`src/rtl/ssc_pkg.sv`:
```
package ssc_pkg;
  localparam int REG_W = 8;

  // register slots; byte offset = slot * 4
  localparam int IDX_MODE  = 0;
  localparam int IDX_BRATE = 1;
  localparam int IDX_CTRL  = 2;
  localparam int IDX_TXD   = 3;
  localparam int IDX_STAT  = 4;
  localparam int IDX_RXD   = 5;
  localparam int IDX_FCTL  = 6;
  localparam int IDX_LVL   = 7;
  localparam int IDX_PORT  = 8;
  localparam int IDX_LINE  = 9;
  localparam int NUM_REGS  = 10;

  // sticky flag indices
  localparam int FL_DR     = 0;
  localparam int FL_RF     = 1;
  localparam int FL_BRK    = 2;
  localparam int FL_TDE    = 3;
  localparam int FL_TEND   = 4;
  localparam int NUM_FLAGS = 5;

  localparam int CTL_TXEN = 5;
  localparam int CTL_RXIE = 6;
  localparam int CTL_TXIE = 7;
  localparam int FCR_FLUSH    = 1;
  localparam int FCR_TRIG_LSB = 6;

  localparam logic [REG_W-1:0] MODE_MASK = 8'h7B;
  localparam logic [REG_W-1:0] CTRL_MASK = 8'hFA;
  localparam logic [REG_W-1:0] PORT_MASK = 8'hF3;
  localparam logic [REG_W-1:0] CTRL_RST  = 8'h20;
  localparam logic [REG_W-1:0] BRATE_RST = 8'hFF;

  // position of each flag inside the status word
  function automatic int stat_bit(input int fl);
    case (fl)
      FL_DR:   return 0;
      FL_RF:   return 1;
      FL_BRK:  return 4;
      FL_TDE:  return 5;
      default: return 6;
    endcase
  endfunction

  function automatic logic [4:0] trig_level(input logic [1:0] sel);
    case (sel)
      2'd0:    return 5'd1;
      2'd1:    return 5'd4;
      2'd2:    return 5'd8;
      default: return 5'd14;
    endcase
  endfunction
endpackage

```
`src/rtl/ssc_decode.sv`:
```
module ssc_decode #(
  parameter int ADDR_W   = 6,
  parameter int NUM_SLOT = 10
) (
  input  logic              bus_wr,
  input  logic              bus_rd,
  input  logic [ADDR_W-1:0] bus_addr,
  output logic [NUM_SLOT-1:0] wr_sel,
  output logic [NUM_SLOT-1:0] rd_sel
);
  localparam int IDX_W = ADDR_W - 2;

  logic             aligned;
  logic [IDX_W-1:0] slot;

  assign aligned = (bus_addr[1:0] == 2'b00);
  assign slot    = bus_addr[ADDR_W-1:2];

  for (genvar g = 0; g < NUM_SLOT; g++) begin : g_slot
    logic hit;
    assign hit       = aligned && (slot == IDX_W'(g));
    assign wr_sel[g] = bus_wr && hit;
    assign rd_sel[g] = bus_rd && hit;
  end
endmodule

```
`src/rtl/ssc_cfg_regs.sv`:
```
module ssc_cfg_regs
  import ssc_pkg::*;
#(
  parameter int DATA_W = 16,
  parameter int FCR_W  = 16
) (
  input  logic              clk,
  input  logic              rst,
  input  logic              wr_mode,
  input  logic              wr_brate,
  input  logic              wr_ctrl,
  input  logic              wr_fcr,
  input  logic              wr_port,
  input  logic [DATA_W-1:0] wdata,
  output logic [REG_W-1:0]  mode_q,
  output logic [REG_W-1:0]  brate_q,
  output logic [REG_W-1:0]  ctrl_q,
  output logic [FCR_W-1:0]  fcr_q,
  output logic [REG_W-1:0]  port_q,
  output logic [4:0]        trig_q,
  output logic              flush_q
);
  logic [REG_W-1:0] wbyte;
  assign wbyte = wdata[REG_W-1:0];

  always_ff @(posedge clk) begin
    if (rst) begin
      mode_q  <= '0;
      brate_q <= BRATE_RST;
      ctrl_q  <= CTRL_RST;
      fcr_q   <= '0;
      port_q  <= '0;
      trig_q  <= 5'd1;
      flush_q <= 1'b0;
    end else begin
      flush_q <= wr_fcr && wdata[FCR_FLUSH];
      if (wr_mode)  mode_q  <= wbyte & MODE_MASK;
      if (wr_brate) brate_q <= wbyte;
      if (wr_ctrl)  ctrl_q  <= wbyte & CTRL_MASK;
      if (wr_port)  port_q  <= wbyte & PORT_MASK;
      if (wr_fcr) begin
        fcr_q  <= wdata[FCR_W-1:0];
        trig_q <= trig_level(wdata[FCR_TRIG_LSB +: 2]);
      end
    end
  end

  // control keeps only the masked bits of the written byte
  p_ctrl_mask_r2: assert property (@(posedge clk) disable iff (rst)
    wr_ctrl |=> ctrl_q == ($past(wbyte) & CTRL_MASK));

  // a flush pulse only follows a FIFO-control write
  p_flush_src_r12: assert property (@(posedge clk) disable iff (rst)
    flush_q |-> $past(wr_fcr));
endmodule

```
`src/rtl/ssc_flags.sv`:
```
module ssc_flags
  import ssc_pkg::*;
#(
  parameter int                 NFLAG   = 5,
  parameter logic [NFLAG-1:0]   RST_VEC = '0
) (
  input  logic             clk,
  input  logic             rst,
  input  logic [NFLAG-1:0] set_vec,
  input  logic [NFLAG-1:0] clr_vec,
  input  logic             irq_set,
  input  logic             irq_clr,
  output logic [NFLAG-1:0] flags_q,
  output logic             rx_irq_q
);
  for (genvar g = 0; g < NFLAG; g++) begin : g_flag
    always_ff @(posedge clk) begin
      if (rst)             flags_q[g] <= RST_VEC[g];
      else if (set_vec[g]) flags_q[g] <= 1'b1;
      else if (clr_vec[g]) flags_q[g] <= 1'b0;
    end

    // a set request always lands, even against a clear
    p_set_wins_r5: assert property (@(posedge clk) disable iff (rst)
      set_vec[g] |=> flags_q[g]);

    // an uncontested clear drops the flag
    p_clear_r4: assert property (@(posedge clk) disable iff (rst)
      (clr_vec[g] && !set_vec[g]) |=> !flags_q[g]);

    // without a request the flag holds
    p_hold_r4: assert property (@(posedge clk) disable iff (rst)
      (!clr_vec[g] && !set_vec[g]) |=> $stable(flags_q[g]));
  end

  always_ff @(posedge clk) begin
    if (rst)          rx_irq_q <= 1'b0;
    else if (irq_set) rx_irq_q <= 1'b1;
    else if (irq_clr) rx_irq_q <= 1'b0;
  end

  // receive interrupt set has priority
  p_rxirq_set_r10: assert property (@(posedge clk) disable iff (rst)
    irq_set |=> rx_irq_q);
endmodule

```
`src/rtl/ssc_regbank.sv`:
```
module ssc_regbank
  import ssc_pkg::*;
#(
  parameter int ADDR_W = 6,
  parameter int DATA_W = 16,
  parameter int FCR_W  = 16,
  parameter int LVL_W  = 5
) (
  input  logic              clk,
  input  logic              rst,
  input  logic              bus_wr,
  input  logic              bus_rd,
  input  logic [ADDR_W-1:0] bus_addr,
  input  logic [DATA_W-1:0] bus_wdata,
  output logic [DATA_W-1:0] bus_rdata,
  input  logic              brk_evt,
  input  logic              rx_full_evt,
  input  logic              rx_ready_evt,
  input  logic [7:0]        rx_data,
  input  logic [LVL_W-1:0]  rx_level,
  output logic              rx_pop,
  output logic              fifo_flush,
  output logic [4:0]        rx_trig,
  output logic [7:0]        tx_data,
  output logic              tx_load,
  output logic [7:0]        mode_q,
  output logic [7:0]        brate_q,
  output logic [7:0]        ctrl_q,
  output logic [7:0]        port_q,
  output logic              tx_irq,
  output logic              rx_irq
);
  localparam logic [NUM_FLAGS-1:0] FLAG_RST =
    NUM_FLAGS'((1 << FL_TEND) | (1 << FL_TDE));

  logic [NUM_REGS-1:0]  wr_sel, rd_sel;
  logic [FCR_W-1:0]     fcr_q;
  logic [NUM_FLAGS-1:0] set_vec, clr_vec, flags_q;
  logic                 irq_set, irq_clr;
  logic                 stat_wr, stat_rd, txd_wr, ctrl_wr;
  logic [DATA_W-1:0]    stat_word, rd_word;
  logic [DATA_W-1:0]    rd_val [NUM_REGS];
  logic                 unused_wr;

  ssc_decode #(.ADDR_W(ADDR_W), .NUM_SLOT(NUM_REGS)) u_dec (
    .bus_wr(bus_wr), .bus_rd(bus_rd), .bus_addr(bus_addr),
    .wr_sel(wr_sel), .rd_sel(rd_sel)
  );

  // read-only and empty slots take no writes
  assign unused_wr = ^{wr_sel[IDX_RXD], wr_sel[IDX_LVL], wr_sel[IDX_LINE]};

  ssc_cfg_regs #(.DATA_W(DATA_W), .FCR_W(FCR_W)) u_cfg (
    .clk(clk), .rst(rst),
    .wr_mode(wr_sel[IDX_MODE]), .wr_brate(wr_sel[IDX_BRATE]),
    .wr_ctrl(wr_sel[IDX_CTRL]), .wr_fcr(wr_sel[IDX_FCTL]),
    .wr_port(wr_sel[IDX_PORT]), .wdata(bus_wdata),
    .mode_q(mode_q), .brate_q(brate_q), .ctrl_q(ctrl_q),
    .fcr_q(fcr_q), .port_q(port_q), .trig_q(rx_trig), .flush_q(fifo_flush)
  );

  assign stat_wr = wr_sel[IDX_STAT];
  assign stat_rd = rd_sel[IDX_STAT];
  assign txd_wr  = wr_sel[IDX_TXD];
  assign ctrl_wr = wr_sel[IDX_CTRL];

  // flag set sources
  always_comb begin
    set_vec          = '0;
    set_vec[FL_DR]   = rx_ready_evt;
    set_vec[FL_RF]   = rx_full_evt;
    set_vec[FL_BRK]  = brk_evt;
    set_vec[FL_TDE]  = stat_rd && ctrl_q[CTL_TXEN];
    set_vec[FL_TEND] = (ctrl_wr && !bus_wdata[CTL_TXEN]) ||
                       (stat_rd && ctrl_q[CTL_TXEN]);
  end

  // flag clear sources: write-0 on the flag's status bit
  for (genvar g = 0; g < NUM_FLAGS; g++) begin : g_clr
    if (g == FL_TDE) begin : g_tde
      assign clr_vec[g] = (stat_wr && !bus_wdata[stat_bit(g)]) || txd_wr;
    end else begin : g_oth
      assign clr_vec[g] = stat_wr && !bus_wdata[stat_bit(g)];
    end
  end

  assign irq_set = rx_full_evt && ctrl_q[CTL_RXIE];
  assign irq_clr = (stat_wr && (!bus_wdata[stat_bit(FL_RF)] ||
                                !bus_wdata[stat_bit(FL_DR)])) ||
                   (ctrl_wr && !bus_wdata[CTL_RXIE]);

  ssc_flags #(.NFLAG(NUM_FLAGS), .RST_VEC(FLAG_RST)) u_flags (
    .clk(clk), .rst(rst), .set_vec(set_vec), .clr_vec(clr_vec),
    .irq_set(irq_set), .irq_clr(irq_clr),
    .flags_q(flags_q), .rx_irq_q(rx_irq)
  );

  assign tx_irq = ctrl_q[CTL_TXIE];

  always_comb begin
    stat_word = '0;
    for (int i = 0; i < NUM_FLAGS; i++) stat_word[stat_bit(i)] = flags_q[i];
  end

  always_comb begin
    rd_val[IDX_MODE]  = DATA_W'(mode_q);
    rd_val[IDX_BRATE] = DATA_W'(brate_q);
    rd_val[IDX_CTRL]  = DATA_W'(ctrl_q);
    rd_val[IDX_TXD]   = '0;
    rd_val[IDX_STAT]  = stat_word;
    rd_val[IDX_RXD]   = DATA_W'(rx_data);
    rd_val[IDX_FCTL]  = DATA_W'(fcr_q);
    rd_val[IDX_LVL]   = DATA_W'(rx_level);
    rd_val[IDX_PORT]  = DATA_W'(port_q);
    rd_val[IDX_LINE]  = '0;
    rd_word = '0;
    for (int i = 0; i < NUM_REGS; i++)
      if (rd_sel[i]) rd_word = rd_word | rd_val[i];
  end

  always_ff @(posedge clk) begin
    if (rst) begin
      bus_rdata <= '0;
      tx_data   <= '0;
      tx_load   <= 1'b0;
      rx_pop    <= 1'b0;
    end else begin
      tx_load <= txd_wr;
      rx_pop  <= rd_sel[IDX_RXD];
      if (txd_wr) tx_data   <= bus_wdata[7:0];
      if (bus_rd) bus_rdata <= rd_word;
    end
  end

  // one strobe per cycle on the bus
  p_bus_excl_r3: assert property (@(posedge clk) disable iff (rst)
    !(bus_wr && bus_rd));

  // a transmit-data write consumes transmit-empty
  p_tde_txw_r6: assert property (@(posedge clk) disable iff (rst)
    (bus_wr && bus_addr == ADDR_W'(IDX_TXD * 4)) |=> !flags_q[FL_TDE]);

  // status read with transmitter enabled re-arms both transmit flags
  p_stat_rd_r7: assert property (@(posedge clk) disable iff (rst)
    (bus_rd && bus_addr == ADDR_W'(IDX_STAT * 4) && ctrl_q[CTL_TXEN])
    |=> (flags_q[FL_TDE] && flags_q[FL_TEND]));

  // transmit interrupt follows the written enable bit
  p_txirq_r11: assert property (@(posedge clk) disable iff (rst)
    (bus_wr && bus_addr == ADDR_W'(IDX_CTRL * 4))
    |=> tx_irq == $past(bus_wdata[CTL_TXIE]));

  // misaligned reads return zero
  p_misaligned_r14: assert property (@(posedge clk) disable iff (rst)
    (bus_rd && bus_addr[1:0] != 2'b00) |=> bus_rdata == '0);
endmodule

```
`config.mk`:
```
export PLATFORM = sky130hd
export DESIGN_NAME = ssc_regbank
export DESIGN_NICKNAME = d
export VERILOG_FILES = /design/src/rtl/ssc_pkg.sv /design/src/rtl/ssc_decode.sv /design/src/rtl/ssc_cfg_regs.sv /design/src/rtl/ssc_flags.sv /design/src/rtl/ssc_regbank.sv
export SDC_FILE = /design/constraint.sdc
export NUM_CORES = 1
export LEC_CHECK = 0
export BUFFER_PORTS_ARGS = -buffer_cell sky130_fd_sc_hd__buf_2
export CAP_MARGIN = 15
export CELL_PAD_IN_SITES_DETAIL_PLACEMENT = 1
export CELL_PAD_IN_SITES_GLOBAL_PLACEMENT = 1
export CORE_ASPECT_RATIO = 0.5
export CORE_MARGIN = 3
export CORE_UTILIZATION = 43
export CTS_BUF_LIST = sky130_fd_sc_hd__clkbuf_2 sky130_fd_sc_hd__clkbuf_4 sky130_fd_sc_hd__clkbuf_8
export CTS_CLUSTER_SIZE = 10
export DETAILED_ROUTE_END_ITERATION = 10
export GPL_ROUTABILITY_DRIVEN = 0
export PLACE_DENSITY = 0.94
export SLEW_MARGIN = 5
export SYNTH_ARGS = -nofsm -noshare
export SYNTH_HDL_FRONTEND = slang
export SYNTH_HIERARCHICAL = 1
export SYNTH_SLANG_ARGS = --single-unit
```
`constraint.sdc`:
```
create_clock -name clk -period 4 [get_ports clk]
set_input_delay 0.4 -clock clk [delete_from_list [all_inputs] [get_ports clk]]
set_output_delay 0.4 -clock clk [all_outputs]
set_load 0.05 [all_outputs]
```
==> flow_metrics.env, run 1 <==
export IMPL_hpwl_mm=7.76
export IMPL_drc=0
export IMPL_grt_max_degree=45
export IMPL_path_clk_slew_ns=0.08
export IMPL_syn_avg_cell_area_um2=9.71
export IMPL_place_area_um2=3940
export IMPL_cts_made_buffers=9
export IMPL_worst_pin_slew_ns=0.823
export IMPL_finalInstanceArea_um2=4160
export IMPL_final_util=0.546
export IMPL_crit_path_start_kind="input port"
export IMPL_drt_total_wl_mm=11.3
export IMPL_postCtsHoldBufs=0
export IMPL_area_delta_synth_final_pct=18.7
export IMPL_vias=3064
export IMPL_finalPower_mw=1.60
export IMPL_pwr_density_cell_nw_per_um2=386
export IMPL_crit_arrival_ns=2.64
export IMPL_cts_sinks=79
export IMPL_viasPerCell=5.49
export IMPL_p_leak_nw=1.71
export IMPL_antenna_found_initial=2
export IMPL_hold_path_startpoint="rx_ready_evt"
export IMPL_r2r_cells=3
export IMPL_ant_nets=0
export IMPL_status="complete, no violations"
export IMPL_antennaDiodeCount=0
export IMPL_finalSetupViolations=0
export IMPL_dp_cells=543
export IMPL_drive_gt1_frac=0.313
export IMPL_rsz0062_at_grt="no"
export IMPL_fin_cells=558
export IMPL_cts_resized=0
export IMPL_grt_pass1_wl_mm=17.8
export IMPL_ir_drop_uv=165
export IMPL_cts_root_buffer="clkbuf_8"
export IMPL_final_nets=488
export IMPL_hold_path_depth=3
export IMPL_hold_class="in2reg"
export IMPL_maxSlewHeadroom=0.449
export IMPL_synth_area_um2=3510
export IMPL_core_um2=7620
export IMPL_tns_ns=0
export IMPL_drt_pass1_iterations=5
export IMPL_cts_tree="done"
export IMPL_period_share=0.591
export IMPL_r2r_end="bus_rdata[1]"
export IMPL_htreeDepth=3
export IMPL_postCtsSetupBuffers=0
export IMPL_drv_cap=0
export IMPL_fmax_mhz=423
export IMPL_first_iter_violations=201
export IMPL_pin_count=108
export IMPL_wire_per_inst_um=20.3
export IMPL_path_class="in2reg"
export IMPL_critPathCaptureType="register"
export IMPL_min_to="u_flags/flags_q[0]"
export IMPL_die_y_um=69.9
export IMPL_finClkSkew_ns=0.00785
export IMPL_crit_fanout=29
export IMPL_syn_inst=361
export IMPL_slew_viol_final=0
export IMPL_cts_buffer_depth=2
export IMPL_hold_violations=0
export IMPL_fin_crit_ns=2.36
export IMPL_numPortBuffers=100
export IMPL_die_area_um2=9340
export IMPL_worstSkewPairLatency_ns=0.36
export IMPL_yosysWarnings=6
export IMPL_rrSetupSlack_ns=2.70
export IMPL_critPathLaunch="bus_rd"
export IMPL_row_count=22
export IMPL_grt_pass1_vias=3142
export IMPL_r2r_start="u_cfg/mode_q[1]"
export IMPL_crit_required_ns=4.28
export IMPL_start_util=0.460
export IMPL_track_usage=0.246
export IMPL_die_w_um=134
export IMPL_gr_total_overflow=0
==> worst max-delay path, stage by stage <==
cell and delay (ns):
buf_2 0.44, or3b_2 0.55, nor2_1 0.51, a222oi_1 0.30, and3_1 0.21, a311oi_1 0.23
==> flip-flops by register name, indices dropped and copies added (netlist names), 4 cells and up <==
name	count
bus_rdata	16
tx_data	8
u_cfg/brate_q	8
u_cfg/ctrl_q	6
u_cfg/fcr_q	16
u_cfg/mode_q	6
u_cfg/port_q	6
u_cfg/trig_q	4
u_flags/flags_q	5
==> report_power, final <==
part | total [mW] | switching, mW | internal, mW | leakage (nW)
combinational | 0.131 | 0.0957 | 0.0354 | 0.960
clock | 0.671 | 0.305 | 0.366 | 0.109
sequential | 0.802 | 0.00746 | 0.795 | 0.639
total | 1.60 | 0.408 | 1.20 | 1.71
==> layout by cell type (no fill, tap or decap), types with 5 or more instances in the layout <==
cell type	n
a21oi_1	18
nand2b_1	6
nor2_1	65
a22o_1	6
a221oi_2	5
nand2_1	11
a22oi_1	9
a211o_2	6
a211o_1	5
dfxtp_1	79
clkbuf_8	10
inv_1	8
nor2b_1	24
buf_2	100
conb_1	7
mux2i_1	38
==> cell type report <==
class	instances	area, um2
fill	903	3460
multi-input combinational	244	1660
sequential	79	1580
timing repair buffer	104	531
clock buffer	10	138
tap	108	135
clock inverter	5	81.3
inverter	8	30.0
==> stage by stage <==
step | worst slack [ns] | hold slack (ns)
global placement | 1.38 | 0.454
global route | 1.51 | 0.259
detailed placement | 1.31 | 0.465
CTS | 1.69 | 0.253
floorplan | 2.06 | 0.441
finish | 1.64 | 0.271
==> worst max path at each step <==
stage | slack (ns) | end
after global placement | 1.38 | bus_rdata[1]
after CTS | 1.69 | bus_rdata[1]
after global routing | 1.51 | bus_rdata[1]
after detailed placement | 1.31 | bus_rdata[4]
after floorplan | 2.06 | bus_rdata[1]
final | 1.64 | bus_rdata[1]
==> layer usage <==
metal | wire [um] | GRT usage | share of wire
met2 | 5580 | 0.419 | 0.49
met5 | 14 | 0 | 0.0012
met4 | 144 | 0.0741 | 0.013
met3 | 758 | 0.0799 | 0.067
met1 | 4820 | 0.297 | 0.43
Note: power is estimated with default switching activity, not from simulation.
==> run 2: changes to the inputs <==
--- a/config.mk
+++ b/config.mk
@@ -5,18 +5,19 @@
 export SDC_FILE = /design/constraint.sdc
 export NUM_CORES = 1
 export LEC_CHECK = 0
+export ABC_AREA = 1
 export BUFFER_PORTS_ARGS = -buffer_cell sky130_fd_sc_hd__buf_2
 export CAP_MARGIN = 15
 export CELL_PAD_IN_SITES_DETAIL_PLACEMENT = 1
 export CELL_PAD_IN_SITES_GLOBAL_PLACEMENT = 1
 export CORE_ASPECT_RATIO = 0.5
 export CORE_MARGIN = 3
-export CORE_UTILIZATION = 43
+export CORE_UTILIZATION = 36
 export CTS_BUF_LIST = sky130_fd_sc_hd__clkbuf_2 sky130_fd_sc_hd__clkbuf_4 sky130_fd_sc_hd__clkbuf_8
 export CTS_CLUSTER_SIZE = 10
 export DETAILED_ROUTE_END_ITERATION = 10
 export GPL_ROUTABILITY_DRIVEN = 0
-export PLACE_DENSITY = 0.94
+export PLACE_DENSITY = 0.87
 export SLEW_MARGIN = 5
 export SYNTH_ARGS = -nofsm -noshare
 export SYNTH_HDL_FRONTEND = slang
==> constraint.sdc (replaced) <==
create_clock -name clk -period 2.3 [get_ports clk]
set_input_delay 0.23 -clock clk [delete_from_list [all_inputs] [get_ports clk]]
set_output_delay 0.23 -clock clk [all_outputs]
set_load 0.05 [all_outputs]
==> run 2 against run 1 <==
Effect of this change: sequential power rose by 75%; flip-flop and latch count did not move; first-iteration DRC count rose by 22%; final cell count rose by 33%; register-to-register slack got worse by 1.3 ns; clock skew rose by 0.00075 ns; critical endpoint is now bus_rdata[4].
==> flow_metrics.env, run 2 <==
export IMPL_viasPerCell=4.94
export IMPL_final_cell_mix="131 x nor2_1, 124 x nand2_1, 100 x buf_2"
export IMPL_track_usage=0.223
export IMPL_worst_pin_slew_ns=0.781
export IMPL_gr_total_overflow=0
export IMPL_drc=0
export IMPL_reg_top3="bus_rdata (16), u_cfg/fcr_q (16)"
export IMPL_p_leak_nw=2.17
export IMPL_drv_cap=0
export IMPL_fmax_mhz=621
export IMPL_synth_area_um2=3480
export IMPL_cts_buffer_depth=2
export IMPL_antennaDiodeCount=0
export IMPL_multi_input_area_um2=1560
export IMPL_cts_tree="done"
export IMPL_finClkSkew_ns=0.00860
export IMPL_swShare=0.253
export IMPL_maxSlewHeadroom=0.478
export IMPL_path_clk_slew_ns=0.08
export IMPL_intPower_mw=2.13
export IMPL_area_delta_synth_final_pct=22.2
export IMPL_slew_viol_final=0
export IMPL_final_util=0.471
export IMPL_start_util=0.385
export IMPL_finalSetupViolations=0
export IMPL_ant_nets=0
export IMPL_numPortBuffers=100
export IMPL_cts_sinks=79
export IMPL_p_seq_frac=0.490
export IMPL_final_nets=651
export IMPL_crit_arrival_ns=1.92
export IMPL_drt_pass1_iterations=5
export IMPL_fin_crit_ns=1.61
export IMPL_power_switching_mw=0.722
export IMPL_tns_ns=0
export IMPL_die_y_um=75.6
export IMPL_drive_gt1_frac=0.230
export IMPL_die_w_um=145
export IMPL_die_area_um2=11000
export IMPL_combinationalPowerShare=0.086
export IMPL_yosysWarnings=6
export IMPL_grt_pass1_wl_mm=19.0
export IMPL_cts_resized=0
export IMPL_rsz0062_at_grt="no"
export IMPL_hpwl_mm=8.82
export IMPL_core_um2=9040
export IMPL_grt_max_degree=41
export IMPL_postCtsSetupBuffers=0
export IMPL_critPathCaptureType="register"
export IMPL_fillCellCount=1235
export IMPL_crit_fanout=8
export IMPL_wire_per_inst_um=16.4
export IMPL_cts_root_buffer="clkbuf_8"
export IMPL_pin_count=108
export IMPL_hold_class="in2reg"
export IMPL_status="complete, no violations"
export IMPL_syn_avg_cell_area_um2=6.83
export IMPL_r2r_cells=4
export IMPL_drt_total_wl_mm=12.2
export IMPL_hold_path_depth=3
export IMPL_grt_pass1_vias=3647
export IMPL_row_count=24
export IMPL_ir_drop_uv=252
export IMPL_slowest_delay_ns=0.62
export IMPL_seqCellArea_um2=1580
export IMPL_vias=3676
export IMPL_path_class="in2reg"
export IMPL_period_share=0.700
export IMPL_antenna_found_initial=0
export IMPL_clkPwrFrac=0.424
export IMPL_crit_path_start_kind="input port"
export IMPL_layout_commonest_cell="nor2_1"
export IMPL_path_cells="buf_2, nor2_1, nand3_1, nor2_1, nand2_1, nand2_1, nor2_1, nand3_1, nand2_1, inv_1"
export IMPL_cts_made_buffers=9
export IMPL_first_iter_violations=246
export IMPL_htreeDepth=3
export IMPL_postCtsHoldBufs=0
export IMPL_pwr_density_cell_nw_per_um2=671
export IMPL_syn_inst=510
export IMPL_worstSkewPairLatency_ns=0.36
export IMPL_crit_required_ns=2.61
export IMPL_hold_violations=0
export IMPL_slowest_stage="nor2_1"
[run 2: cell count changes in the layout (fill, tap and decap cells not counted), moves of 9 or more]
cell,change
a22oi_1,-9
inv_1,+20
mux2i_1,-38
nand2_1,+113
nand3_1,+26
nor2_1,+66
nor2b_1,-24
o21ai_0,+32
o21ai_1,+14
[run 2: worst paths after layout]
kind	start	endpoint	slack, ns
worst max-delay path	bus_addr[5]	bus_rdata[4]	0.69
worst min-delay path	bus_wdata[12]	u_cfg/fcr_q[12]	0.09
worst max register to register	u_cfg/ctrl_q[5]	u_flags/flags_q[4]	1.37
worst min register to register	bus_rdata[8]	bus_rdata[8]	0.47
[run 2: layer usage]
layer,vias to the layer above,part of all wire,GRT usage
li1,1776,-,-
met1,1784,0.46,0.298
met2,104,0.46,0.377
met3,12,0.061,0.0463
met4,0,0.010,0.0599
met5,-,0,0
[run 2: power groups by stage]
stage / combinational [mW] / clock (mW) / sequential, mW
after floorplan: 0.117 / 0 / 1.47
after global placement: 0.239 / 0 / 1.43
after detailed placement: 0.241 / 0 / 1.43
after CTS: 0.243 / 1.23 / 1.40
after global routing: 0.265 / 1.29 / 1.40
final: 0.246 / 1.21 / 1.40
[run 2: cell type report]
class,count,share of cell area
Clock buffer,12,0.0373
Clock inverter,4,0.0179
Inverter,37,0.0326
Multi-Input combinational cell,372,0.367
Sequential cell,79,0.372
Tap cell,130,0.0382
Timing Repair Buffer,110,0.135
[run 2: critical path, delay by kind of cell]
family | cells | cell delay [ns]
AND/OR/NAND/NOR | 8 | 1.54
buffers and inverters | 2 | 0.15
[run 2: through the flow]
stage	hold WS (ns)	power, mW	area, um2	instances	worst slack [ns]
2_1_floorplan	0.299	1.58	3510	516	1.02
4_1_cts	0.0835	2.87	4260	744	0.768
3_5_place_dp	0.457	1.67	4020	728	0.406
5_1_grt	0.0890	2.96	4260	744	0.625
3_3_place_gp	0.445	1.67	4020	728	0.437
6_report	0.0934	2.85	4260	744	0.690
==> run 3: changes to the inputs <==
==> constraint.sdc (replaced) <==
create_clock -name clk -period 1.6 [get_ports clk]
set_input_delay 0.16 -clock clk [delete_from_list [all_inputs] [get_ports clk]]
set_output_delay 0.16 -clock clk [all_outputs]
set_load 0.05 [all_outputs]
==> run 3 against run 2 <==
Effect of this change: final cell count is 1.6% higher; flip-flop and latch count is the same; via count is 2.6% higher; clock power is 29% higher; clock skew is 0.0051 ns higher; critical endpoint is now ctrl_q[5].
==> flow_metrics.env, run 3 (synthesis gave the netlist of run 2 again) <==
export IMPL_status="complete, no violations"
export IMPL_numPortBuffers=100
export IMPL_gr_total_overflow=0
export IMPL_rrSetupSlack_ns=0.62
export IMPL_die_area_um2=11000
export IMPL_worstSkewPairLatency_ns=0.37
export IMPL_tns_ns=0
export IMPL_slowest_delay_ns=0.43
export IMPL_period_share=0.791
export IMPL_ant_nets=0
export IMPL_multi_input_area_um2=1560
export IMPL_fillCellCount=1237
export IMPL_wire_per_inst_um=17.3
export IMPL_hold_path_startpoint="brk_evt"
export IMPL_min_to="u_flags/flags_q[2]"
export IMPL_r2r_cells=6
export IMPL_grt_max_degree=23
export IMPL_cts_root_buffer="clkbuf_8"
export IMPL_core_um2=9040
export IMPL_drc=0
export IMPL_combinationalPowerShare=0.094
export IMPL_intPower_mw=2.87
export IMPL_hpwl_mm=9.34
export IMPL_drv_cap=0
export IMPL_finalSetupViolations=0
export IMPL_final_cell_mix="131 x nor2_1, 124 x nand2_1, 100 x buf_2"
export IMPL_slowest_stage="dfxtp_1"
export IMPL_ir_drop_uv=329
export IMPL_grt_pass1_vias=3788
export IMPL_path_clk_slew_ns=0.09
export IMPL_fin_crit_ns=1.27
export IMPL_pwr_density_cell_nw_per_um2=911
export IMPL_reg_top3="bus_rdata (16), u_cfg/fcr_q (16)"
export IMPL_path_delay_family="flip-flops"
export IMPL_drive_gt1_frac=0.244
export IMPL_final_nets=663
export IMPL_vias=3773
export IMPL_hold_path_depth=3
export IMPL_power_switching_mw=1.07
export IMPL_critPathCaptureType="primary output"
export IMPL_area_delta_synth_final_pct=24.1
export IMPL_p_leak_nw=2.23
export IMPL_htreeDepth=3
export IMPL_path_class="reg2out"
export IMPL_place_ws_ns=0.147
export IMPL_die_y_um=75.6
export IMPL_swShare=0.272
export IMPL_postCtsHoldBufs=0
export IMPL_crit_fanout=4
export IMPL_setup_slack_ns=0.335
export IMPL_fin_cells=756
export IMPL_layout_commonest_cell="nor2_1"
export IMPL_cts_buffer_depth=2
export IMPL_die_w_um=145
export IMPL_r2r_start="u_cfg/mode_q[4]"
export IMPL_worst_path_buf_inv=1
export IMPL_cts_sinks=79
export IMPL_first_iter_violations=256
export IMPL_track_usage=0.236
export IMPL_cts_resized=0
export IMPL_crit_arrival_ns=1.11
export IMPL_grt_pass1_wl_mm=19.8
export IMPL_dp_cells=740
export IMPL_hold_class="in2reg"
export IMPL_drt_total_wl_mm=13.1
export IMPL_antennaDiodeCount=0
export IMPL_start_util=0.385
export IMPL_clkPwrFrac=0.397
export IMPL_viasPerCell=4.99
export IMPL_fmax_mhz=790
export IMPL_finalPower_mw=3.94
export IMPL_row_count=24
export IMPL_rsz0062_at_grt="no"
export IMPL_drt_pass1_iterations=5
export IMPL_pin_count=108
export IMPL_postCtsSetupBuffers=0
export IMPL_finClkSkew_ns=0.0137
export IMPL_slew_viol_final=0
export IMPL_critPathLaunch="u_cfg/ctrl_q[5]"
export IMPL_r2r_end="bus_rdata[4]"
export IMPL_cts_tree="done"
export IMPL_crit_path_start_kind="register"
export IMPL_antenna_found_initial=0
export IMPL_p_seq_frac=0.510
export IMPL_seqCellArea_um2=1580
export IMPL_hold_violations=0
export IMPL_path_cells="buf_2"
export IMPL_crit_required_ns=1.44
export IMPL_cts_made_buffers=9
run 3: changes by cell type in the layout (fill, tap and decap cells not counted):
cell / previous run / this run
buf_4: 10 / 21
clkinv_2: 0 / 2
buf_12: 0 / 1
bufinv_16: 2 / 1
clkbuf_8: 11 / 10
run 3: stage by stage:
stage / hold slack [ns] / cell area (um2) / utilization
after floorplan: 0.229 / 3510 / -
after global placement: 0.384 / 4120 / 0.456
after detailed placement: 0.396 / 4120 / 0.456
after CTS: 0.00423 / 4320 / 0.478
after global routing: 0.0219 / 4320 / 0.478
final: 0.0233 / 4320 / 0.478
run 3: routing by layer:
layer	vias to the layer above	wire [um]	track usage
met4	0	297	0.104
met2	155	6120	0.407
li1	1796	-	-
met3	25	1130	0.0766
met5	-	0	0
met1	1797	5510	0.281
run 3: worst reg2reg max path, stage by stage (launching register included):
cell     delay [ns]
dfxtp_1        0.35
nand2_1        0.07
nand2_1        0.07
nor2_1         0.15
nand3_1        0.12
nand2_1        0.08
inv_1          0.03
run 3: power groups by stage:
stage	logic (mW)	registers (mW)	clock network, mW
floorplan	0.168	2.11	0
global placement	0.355	2.05	0
detailed placement	0.359	2.05	0
CTS	0.363	2.01	1.58
global route	0.398	2.01	1.66
finish	0.370	2.01	1.56
run 3: how the worst max path moves through the flow:
stage	endpoint	cells past startpoint
2_1_floorplan	u_flags/flags_q[3]	6
3_3_place_gp	u_flags/rx_irq_q	9
6_report	ctrl_q[5]	1
4_1_cts	mode_q[6]	1
5_1_grt	mode_q[6]	1
3_5_place_dp	u_flags/rx_irq_q	9
run 3: cell type report:
| type | instances | share of cell area |
|---|---|---|
| timing repair buffer | 122 | 0.157 |
| tap | 130 | 0.0376 |
| clock buffer | 11 | 0.0336 |
| multi-input combinational | 372 | 0.361 |
| clock inverter | 5 | 0.0130 |
| sequential | 79 | 0.366 |
| inverter | 37 | 0.0321 |
